$ cat config.mk
export PLATFORM = sky130hd
export DESIGN_NAME = lockbus_seq
export DESIGN_NICKNAME = d
export VERILOG_FILES = /design/src/rtl/lbc_pkg.sv /design/src/rtl/lbc_cycle_decode.sv /design/src/rtl/lbc_lock_track.sv /design/src/rtl/lbc_bus_fsm.sv /design/src/rtl/lockbus_seq.sv
export SDC_FILE = /design/constraint.sdc
export NUM_CORES = 1
export LEC_CHECK = 0
export BUFFER_PORTS_ARGS = -buffer_cell sky130_fd_sc_hd__buf_2
export CAP_MARGIN = 20
export CORE_AREA = 2 2 39 41
export CTS_BUF_LIST = sky130_fd_sc_hd__clkbuf_2 sky130_fd_sc_hd__clkbuf_4 sky130_fd_sc_hd__clkbuf_8
export DETAILED_ROUTE_END_ITERATION = 8
export DIE_AREA = 0 0 41 43
export HOLD_SLACK_MARGIN = 0.02
export PLACE_DENSITY = 0.68
export SYNTH_ARGS = -nofsm -noshare
export SYNTH_HDL_FRONTEND = slang
export SYNTH_SLANG_ARGS = --single-unit
export TNS_END_PERCENT = 10
$ cat constraint.sdc
create_clock -name clk -period 2.1 [get_ports clk]
set_input_delay 0.63 -clock clk [delete_from_list [all_inputs] [get_ports clk]]
set_output_delay 0.63 -clock clk [all_outputs]
set_load 0.01 [all_outputs]
$ cat src/rtl/lbc_pkg.sv
// Shared types for the locked bus cycle sequencer.
// Assumes a 3-bit cycle code ordered {memory/IO, data/control, write/read}.
package lbc_pkg;
    localparam int DEF_W = 3;
    typedef logic [DEF_W-1:0] cyc_def_t;

    localparam cyc_def_t CYC_RESERVED = 3'b101;
    localparam int BIT_MIO = 2;
    localparam int BIT_WR  = 0;

    typedef enum logic [1:0] {
        ST_IDLE = 2'd0,
        ST_BUSY = 2'd1,
        ST_HOLD = 2'd2
    } seq_state_t;
endpackage

$ cat src/rtl/lbc_cycle_decode.sv
// Classifies a cycle code: whether it may be issued, and whether it is a
// read that the cache could fill (memory read or code read).
// Assumes: purely combinational, no state.
module lbc_cycle_decode
    import lbc_pkg::*;
(
    input  cyc_def_t code,
    output logic     issuable,
    output logic     fillable
);
    // decode the code's class
    always_comb begin
        issuable = (code != CYC_RESERVED);
        fillable = code[BIT_MIO] & ~code[BIT_WR];
    end
endmodule

$ cat src/rtl/lbc_lock_track.sv
// Tracks a locked read-modify-write run and drives the active-low lock.
// Assumes: start pulses once per accepted cycle and done pulses on the ready
// of the cycle in progress. Lock is released only by the ready of a cycle
// marked as the end of the run.
module lbc_lock_track (
    input  logic clk,
    input  logic rst_n,
    input  logic start,
    input  logic want_lock,
    input  logic want_end,
    input  logic done,
    output logic lock_n
);
    logic end_pending;
    logic joins;

    // a cycle is locked if it asks to be, or a run is already open
    always_comb joins = want_lock | ~lock_n;

    // lock level and end-of-run flag
    always_ff @(posedge clk) begin
        if (!rst_n) begin
            lock_n      <= 1'b1;
            end_pending <= 1'b0;
        end else if (start) begin
            lock_n      <= ~joins;
            end_pending <= joins & want_end;
        end else if (done && end_pending) begin
            lock_n      <= 1'b1;
            end_pending <= 1'b0;
        end
    end

    // lock releases only following a completed cycle
    p_release_on_ready_r5: assert property (@(posedge clk) disable iff (!rst_n)
        $rose(lock_n) |-> $past(done));
    // a lock request at acceptance asserts lock in the strobe clock
    p_lock_at_start_r4: assert property (@(posedge clk) disable iff (!rst_n)
        (start && want_lock) |=> !lock_n);
endmodule

$ cat src/rtl/lbc_bus_fsm.sv
// Bus cycle sequencer: accepts a request when the bus is free, issues a
// one-clock strobe with the cycle code, waits for ready, and grants full
// bus hold between cycles when no lock is open.
// Assumes: ready is meaningful only while a cycle is in progress.
module lbc_bus_fsm
    import lbc_pkg::*;
(
    input  logic     clk,
    input  logic     rst_n,
    input  logic     req_valid,
    input  cyc_def_t req_type,
    input  logic     req_ok,
    input  logic     bus_ready,
    input  logic     hold_req,
    input  logic     ahold_req,
    input  logic     locked,
    output logic     accept,
    output logic     done,
    output logic     busy,
    output logic     ads_n,
    output cyc_def_t cyc_def,
    output logic     hold_ack
);
    seq_state_t state;
    logic       grant_hold;

    // decide hold grant and request acceptance in the idle state
    always_comb begin
        grant_hold = (state == ST_IDLE) && hold_req && !locked;
        accept     = (state == ST_IDLE) && req_valid && req_ok
                     && !ahold_req && !grant_hold;
        done       = (state == ST_BUSY) && bus_ready;
        busy       = (state == ST_BUSY);
        hold_ack   = (state == ST_HOLD);
    end

    // state, strobe and cycle code registers
    always_ff @(posedge clk) begin
        if (!rst_n) begin
            state   <= ST_IDLE;
            ads_n   <= 1'b1;
            cyc_def <= '0;
        end else begin
            ads_n <= 1'b1;
            unique case (state)
                ST_IDLE: begin
                    if (grant_hold) begin
                        state <= ST_HOLD;
                    end else if (accept) begin
                        state   <= ST_BUSY;
                        ads_n   <= 1'b0;
                        cyc_def <= req_type;
                    end
                end
                ST_BUSY: if (bus_ready) state <= ST_IDLE;
                ST_HOLD: if (!hold_req) state <= ST_IDLE;
                default: state <= ST_IDLE;
            endcase
        end
    end

    // the strobe lasts a single clock
    p_ads_single_r2: assert property (@(posedge clk) disable iff (!rst_n)
        !ads_n |=> ads_n);
    // the reserved code never accompanies a strobe
    p_no_reserved_r3: assert property (@(posedge clk) disable iff (!rst_n)
        !ads_n |-> cyc_def != CYC_RESERVED);
    // the code holds steady outside the strobe clock
    p_def_stable_r1: assert property (@(posedge clk) disable iff (!rst_n)
        ads_n |-> $stable(cyc_def));
endmodule

$ cat src/rtl/lockbus_seq.sv
// Top of the locked bus cycle sequencer. Joins the code decoder, the bus
// sequencer and the lock tracker, and forms the drive enables and the
// cache-fill indication.
// Assumes: tristate drivers outside use bus_oe and addr_oe.
module lockbus_seq
    import lbc_pkg::*;
(
    input  logic             clk,
    input  logic             rst_n,
    input  logic             req_valid,
    input  logic [DEF_W-1:0] req_type,
    input  logic             req_lock,
    input  logic             req_lock_end,
    output logic             req_accept,
    input  logic             bus_ready,
    input  logic             hold_req,
    input  logic             ahold_req,
    input  logic             cache_en,
    output logic             ads_n,
    output logic [DEF_W-1:0] cyc_def,
    output logic             lock_n,
    output logic             hold_ack,
    output logic             bus_oe,
    output logic             addr_oe,
    output logic             cache_fill
);
    logic req_ok, req_fill_unused, cur_ok_unused, cur_fill;
    logic done, busy;

    lbc_cycle_decode i_req_dec (
        .code(req_type), .issuable(req_ok), .fillable(req_fill_unused));

    lbc_cycle_decode i_cur_dec (
        .code(cyc_def), .issuable(cur_ok_unused), .fillable(cur_fill));

    lbc_bus_fsm i_fsm (
        .clk(clk), .rst_n(rst_n), .req_valid(req_valid), .req_type(req_type),
        .req_ok(req_ok), .bus_ready(bus_ready), .hold_req(hold_req),
        .ahold_req(ahold_req), .locked(~lock_n), .accept(req_accept),
        .done(done), .busy(busy), .ads_n(ads_n), .cyc_def(cyc_def),
        .hold_ack(hold_ack));

    lbc_lock_track i_lock (
        .clk(clk), .rst_n(rst_n), .start(req_accept), .want_lock(req_lock),
        .want_end(req_lock_end), .done(done), .lock_n(lock_n));

    // drive enables and cache-fill decision
    always_comb begin
        bus_oe     = ~hold_ack;
        addr_oe    = ~hold_ack & ~ahold_req;
        cache_fill = busy & cur_fill & cache_en & lock_n;
    end

    // hold is never granted while lock is asserted
    p_no_hold_in_lock_r6: assert property (@(posedge clk) disable iff (!rst_n)
        hold_ack |-> lock_n);
    // a cache fill never happens under lock
    p_fill_unlocked_r10: assert property (@(posedge clk) disable iff (!rst_n)
        cache_fill |-> lock_n);
    // address hold blocks the next strobe
    p_ahold_blocks_r7: assert property (@(posedge clk) disable iff (!rst_n)
        ahold_req |=> ads_n);
    // hold is granted only after a clock with no lock and no strobe
    p_hold_between_r8: assert property (@(posedge clk) disable iff (!rst_n)
        $rose(hold_ack) |-> ($past(lock_n) && $past(ads_n)));
endmodule

# After elaboration in Yosys (flattened, before gate mapping)
# Index checks and enable logic that the tools add are counted.
# op_classes
n_eq_ne	6
n_mux	10
n_bitwise	15
n_reduce_logical	15
# ops
operator	n
$logic_and 1x1->1	8
$mux 2	4
$not 1->1	8
$and 1x1->1	6
$pmux 2 s3	1
$reduce_and 3->1	2
$mux 1	5
$ne 2x2->1 const B	2
$ne 3x2->1 const B	1
$ne 3x3->1 const B	1
$reduce_or 3->1	1
$eq 2x1->1 const B	1
$eq 2x2->1 const B	1
$logic_not 1->1	2
$logic_not 2->1	1
$reduce_bool 2->1	1
$or 1x1->1	1
# word_totals
reg_bits	8
elab_cells	51

# Depth between registers and ports, before layout
# logic_depth
ltp_word	8
ltp_mapped	4

# Modules after synthesis
# Synthesis repeated with hierarchy kept, for this count alone.
# unflattened
cells_unflattened	48
area_unflattened_um2	432.9
# modules_own_cells
mod	instances	cells_each	area_each_um2
lbc_bus_fsm	1	31	301.5
lbc_lock_track	1	9	83.8
lbc_cycle_decode	2	2	13.8
lockbus_seq	1	4	20.0

# Least setup slack after synthesis
# No wires, ideal clock.
# synth_timing
path_kind	in2out
startpoint	input hold_req
endpoint	output req_accept
t_arrival_ns	1.163
setup_slack_ns	0.307
path_stages	3
path_buffers	0
path_cell_list	a211oi_2 -> nand3_2 -> inv_1
# synth_between
elab_chain_cells	4
# synth_rtl
element	line_no	text
from (decl)	lockbus_seq.sv:16	input logic hold_req,
$logic_and 1x1->1 (2 in series)	lbc_bus_fsm.sv:29	grant_hold = (state == ST_IDLE) && hold_req && !locked;
$logic_not 1->1	lbc_bus_fsm.sv:31	&& !ahold_req && !grant_hold;
$logic_and 1x1->1	lbc_bus_fsm.sv:31	
to (decl)	lockbus_seq.sv:14	output logic req_accept,
# Every way passes these cells.

# Final worst setup path
# Same ends and word-level chain as after synthesis.

==> impl_metrics.sql <==
INSERT INTO impl_metrics (metric_group, metric, value, unit) VALUES
('logic_synthesis', 'synthDistinctLibCells', '27', ''),
('die', 'die_outline_height', '43', 'µm'),
('die', 'core', '1380', 'µm²'),
('pwr', 'cellLeakagePower', '0.282', 'nW'),
('timing', 'slew_headroom', '0.807', ''),
('placed_design', 'post_detailed_placement_cell_area', '576', 'µm²'),
('clocking', 'numCtsBuffers', '3', ''),
('critical_path', 'max_stage_delay', '270', 'ps'),
('pwr', 'power.share.sequential', '0.469', ''),
('placed_design', 'port-buffer-count', '21', ''),
('pwr', 'power_switching_share', '0.272', ''),
('final_layout', 'fraction_of_final_layout_cells_sized_beyond_drive_strength_1', '0.427', ''),
('final_layout', 'regArea', '160', 'µm²'),
('global_routing', 'first_pass_grt_wire_length', '1640', 'µm'),
('timing', 'final.setup.worst_slack', '105', 'ps'),
('final_layout', 'multi_input_comb_area', '260', 'µm²'),
('timing', 'rsz0062_at_grt', 'no', ''),
('timing', 'clock-skew-final', '3.41', 'ps'),
('die', 'initial_core_util', '0.318', ''),
('critical_path', 'crit_chain', 'buf_2, a211oi_2, nand3_2, inv_1, buf_2', ''),
('critical_path', 'worst_path_max_fanout', '6', ''),
('timing', 'worst_slew_pin_slew', '289', 'ps'),
('pwr', 'power_report.internal_total', '0.257', 'mW'),
('clocking', 'insertion_delay', '260', 'ps'),
('logic_synthesis', 'number_of_register_bits_inferred_by_synthesis', '8', ''),
('logic_synthesis', 'avg_inst_size_synth', '8.81', 'µm²'),
('detailed_routing', 'post-route-drc-count', '0', ''),
('logic_synthesis', 'synth_nets', '62', ''),
('detailed_routing', 'drtIter0Drc', '3', ''),
('die', 'floorplan.die_area', '1760', 'µm²'),
('clocking', 'clock_sink_count', '8', ''),
('timing', 'final_min_period_over_clock_period', '0.950', ''),
('clocking', 'h-tree-depth', '1', ''),
('detailed_routing', 'detail_route.first_pass.iterations', '4', ''),
('clocking', 'cts_hold_repair.buffers', '0', ''),
('timing', 'min_period', '2000', 'ps'),
('detailed_routing', 'drt-vias-per-instance', '5.20', ''),
('clocking', 'cts_root_buf', 'clkbuf_4', ''),
('timing', 'setup_tns_after_final_layout', '0', 'ps'),
('timing', 'fin_worst_hold_slack', '461', 'ps'),
('global_routing', 'aggregate_global_route_resource_usage', '0.151', ''),
('die', 'floorplan.rows', '14', ''),
('pwr', 'share_clk_of_total_power', '0.342', ''),
('detailed_routing', 'route.antenna.remaining_nets', '0', ''),
('logic_synthesis', 'netlist_instances', '50', ''),
('logic_synthesis', 'synth.yosys.seq_area_share', '0.364', ''),
('clocking', 'cts.path.max_buffers', '2', ''),
('critical_path', 'timing.critical_path.from_type', 'input pin', ''),
('detailed_routing', 'routed-via-count', '473', ''),
('pwr', 'power.density_cell_area', '590', 'nW/µm²'),
('critical_path', 'worstPathArrival', '1370', 'ps'),
('flow_run', 'max_capacitance_violation_total', '0', ''),
('logic_synthesis', 'yosysWarnings', '0', ''),
('global_routing', 'first_global_vias', '406', ''),
('logic_synthesis', 'syn_area', '440', 'µm²'),
('status', 'status', 'finished clean', ''),
('final_layout', 'layout.nets', '89', ''),
('final_layout', 'fill_cells', '155', ''),
('final_layout', 'antennaDiodeCount', '0', ''),
('clocking', 'tritoncts', 'done', ''),
('global_routing', 'antenna_found_initial', '0', ''),
('clocking', 'clkSlewWorstSetupHoldPaths', '50', 'ps'),
('die', 'die_w', '41', 'µm'),
('timing', 'setup_viol', '0', ''),
('die', 'io-pin-count', '22', ''),
('hold_path', 'holdCritPathClass', 'reg2reg', ''),
('timing', 'timing.final.hold_violations', '0', ''),
('pwr', 'total_power', '0.353', 'mW'),
('critical_path', 'cp.buffers_inverters', '3', ''),
('critical_path', 'timing.critical_path.mode_cell', 'buf_2', ''),
('global_routing', 'grt_max_degree', '12', '');
## worst min-delay path, cell delays in order (launching register included)
cell and delay [ps]:
dfxtp_1 300, nand2_1 50, o21ai_0 60
## path summary, 6_finish.rpt
check	startpoint	endpoint	slack, ps
setup / recovery	hold_req	req_accept	100
hold reg to reg	i_fsm.cyc_def[1]	i_fsm.cyc_def[1]	460
setup reg to reg	i_lock.lock_n	i_fsm.cyc_def[2]	870
hold / removal	i_fsm.cyc_def[1]	i_fsm.cyc_def[1]	460
## area by class of cell
| type | count | share of cell area |
|---|---|---|
| Clock buffer | 3 | 0.0377 |
| Inverter | 4 | 0.0251 |
| Multi-Input combinational cell | 37 | 0.435 |
| Sequential cell | 8 | 0.268 |
| Tap cell | 16 | 0.0335 |
| Timing Repair Buffer | 23 | 0.201 |
## state kept, by name (all words and copies together) (netlist names)
signal / flops
i_fsm.state: 2
i_fsm.cyc_def: 3
i_lock.lock_n: 1
i_fsm.ads_n: 1
i_lock.end_pending: 1
## per-layer routing
metal | GRT usage | routed length [µm] | vias to the layer above
met5 | 0 | 0 | -
met4 | 0.147 | 42 | 0
met3 | 0.0785 | 64 | 5
met2 | 0.194 | 486 | 15
met1 | 0.166 | 438 | 220
li1 | - | - | 233
## power groups by stage
stage	Combinational [mW]	Sequential (mW)	Clock [mW]
CTS	0.0673	0.165	0.124
detailed placement	0.0670	0.169	0
global route	0.0745	0.167	0.137
finish	0.0667	0.165	0.121
floorplan	0.0348	0.169	0
global placement	0.0653	0.168	0
## cell families (layout without fill, tap and decap cells)
| kind of cell | after synthesis | in the layout | synth area share |
|---|---|---|---|
| AND/OR/NAND/NOR | 23 | 23 | 0.298 |
| flip-flops | 8 | 8 | 0.364 |
| multiplexers | 1 | 1 | 0.0227 |
| buffers and inverters | 5 | 30 | 0.0454 |
| AO/OA/AOI/OAI | 13 | 13 | 0.270 |
## cell usage after synthesis
| cell | instances | area [µm²] |
|---|---|---|
| o221a_1 | 2 | 22.5 |
| nor2b_1 | 3 | 18.8 |
| buf_2 | 1 | 5.00 |
| nand3_1 | 1 | 5.00 |
| o2bb2a_4 | 1 | 20.0 |
| a32oi_1 | 1 | 8.76 |
| nor2_1 | 4 | 15.0 |
| a311oi_1 | 1 | 8.76 |
| nand3b_1 | 1 | 7.51 |
| nand2_1 | 5 | 18.8 |
| nand2b_1 | 2 | 12.5 |
| inv_1 | 4 | 15.0 |
| dfxtp_1 | 8 | 160 |
| a211o_1 | 1 | 8.76 |
| and2b_1 | 1 | 7.51 |
| a211oi_2 | 1 | 12.5 |
| a21o_2 | 1 | 8.76 |
| and2b_4 | 1 | 10.0 |
| nand4_1 | 1 | 6.26 |
| a31oi_1 | 1 | 6.26 |
| nor3_1 | 2 | 10.0 |
| and4_2 | 1 | 10.0 |
| mux2i_1 | 1 | 10.0 |
| o211ai_1 | 1 | 7.51 |
| o21ai_0 | 2 | 10.0 |
| nand3_2 | 1 | 10.0 |
| a21oi_1 | 1 | 5.00 |
## placed cells by master (no fill, tap or decap), types with 2 or more instances in the layout
master / netlist / final
buf_4: 0 / 2
buf_2: 1 / 21
nor2_1: 4 / 4
nand2_1: 5 / 5
o221a_1: 2 / 2
nor3_1: 2 / 2
nor2b_1: 3 / 3
dfxtp_1: 8 / 8
clkbuf_4: 0 / 3
o21ai_0: 2 / 2
inv_1: 4 / 4
nand2b_1: 2 / 2
## through the flow
step | cells | utilization
2_1_floorplan | 50 | -
3_3_place_gp | 88 | 0.416
3_5_place_dp | 88 | 0.416
4_1_cts | 91 | 0.432
5_1_grt | 91 | 0.432
6_report | 91 | 0.432
(Power assumes the default switching activity.)
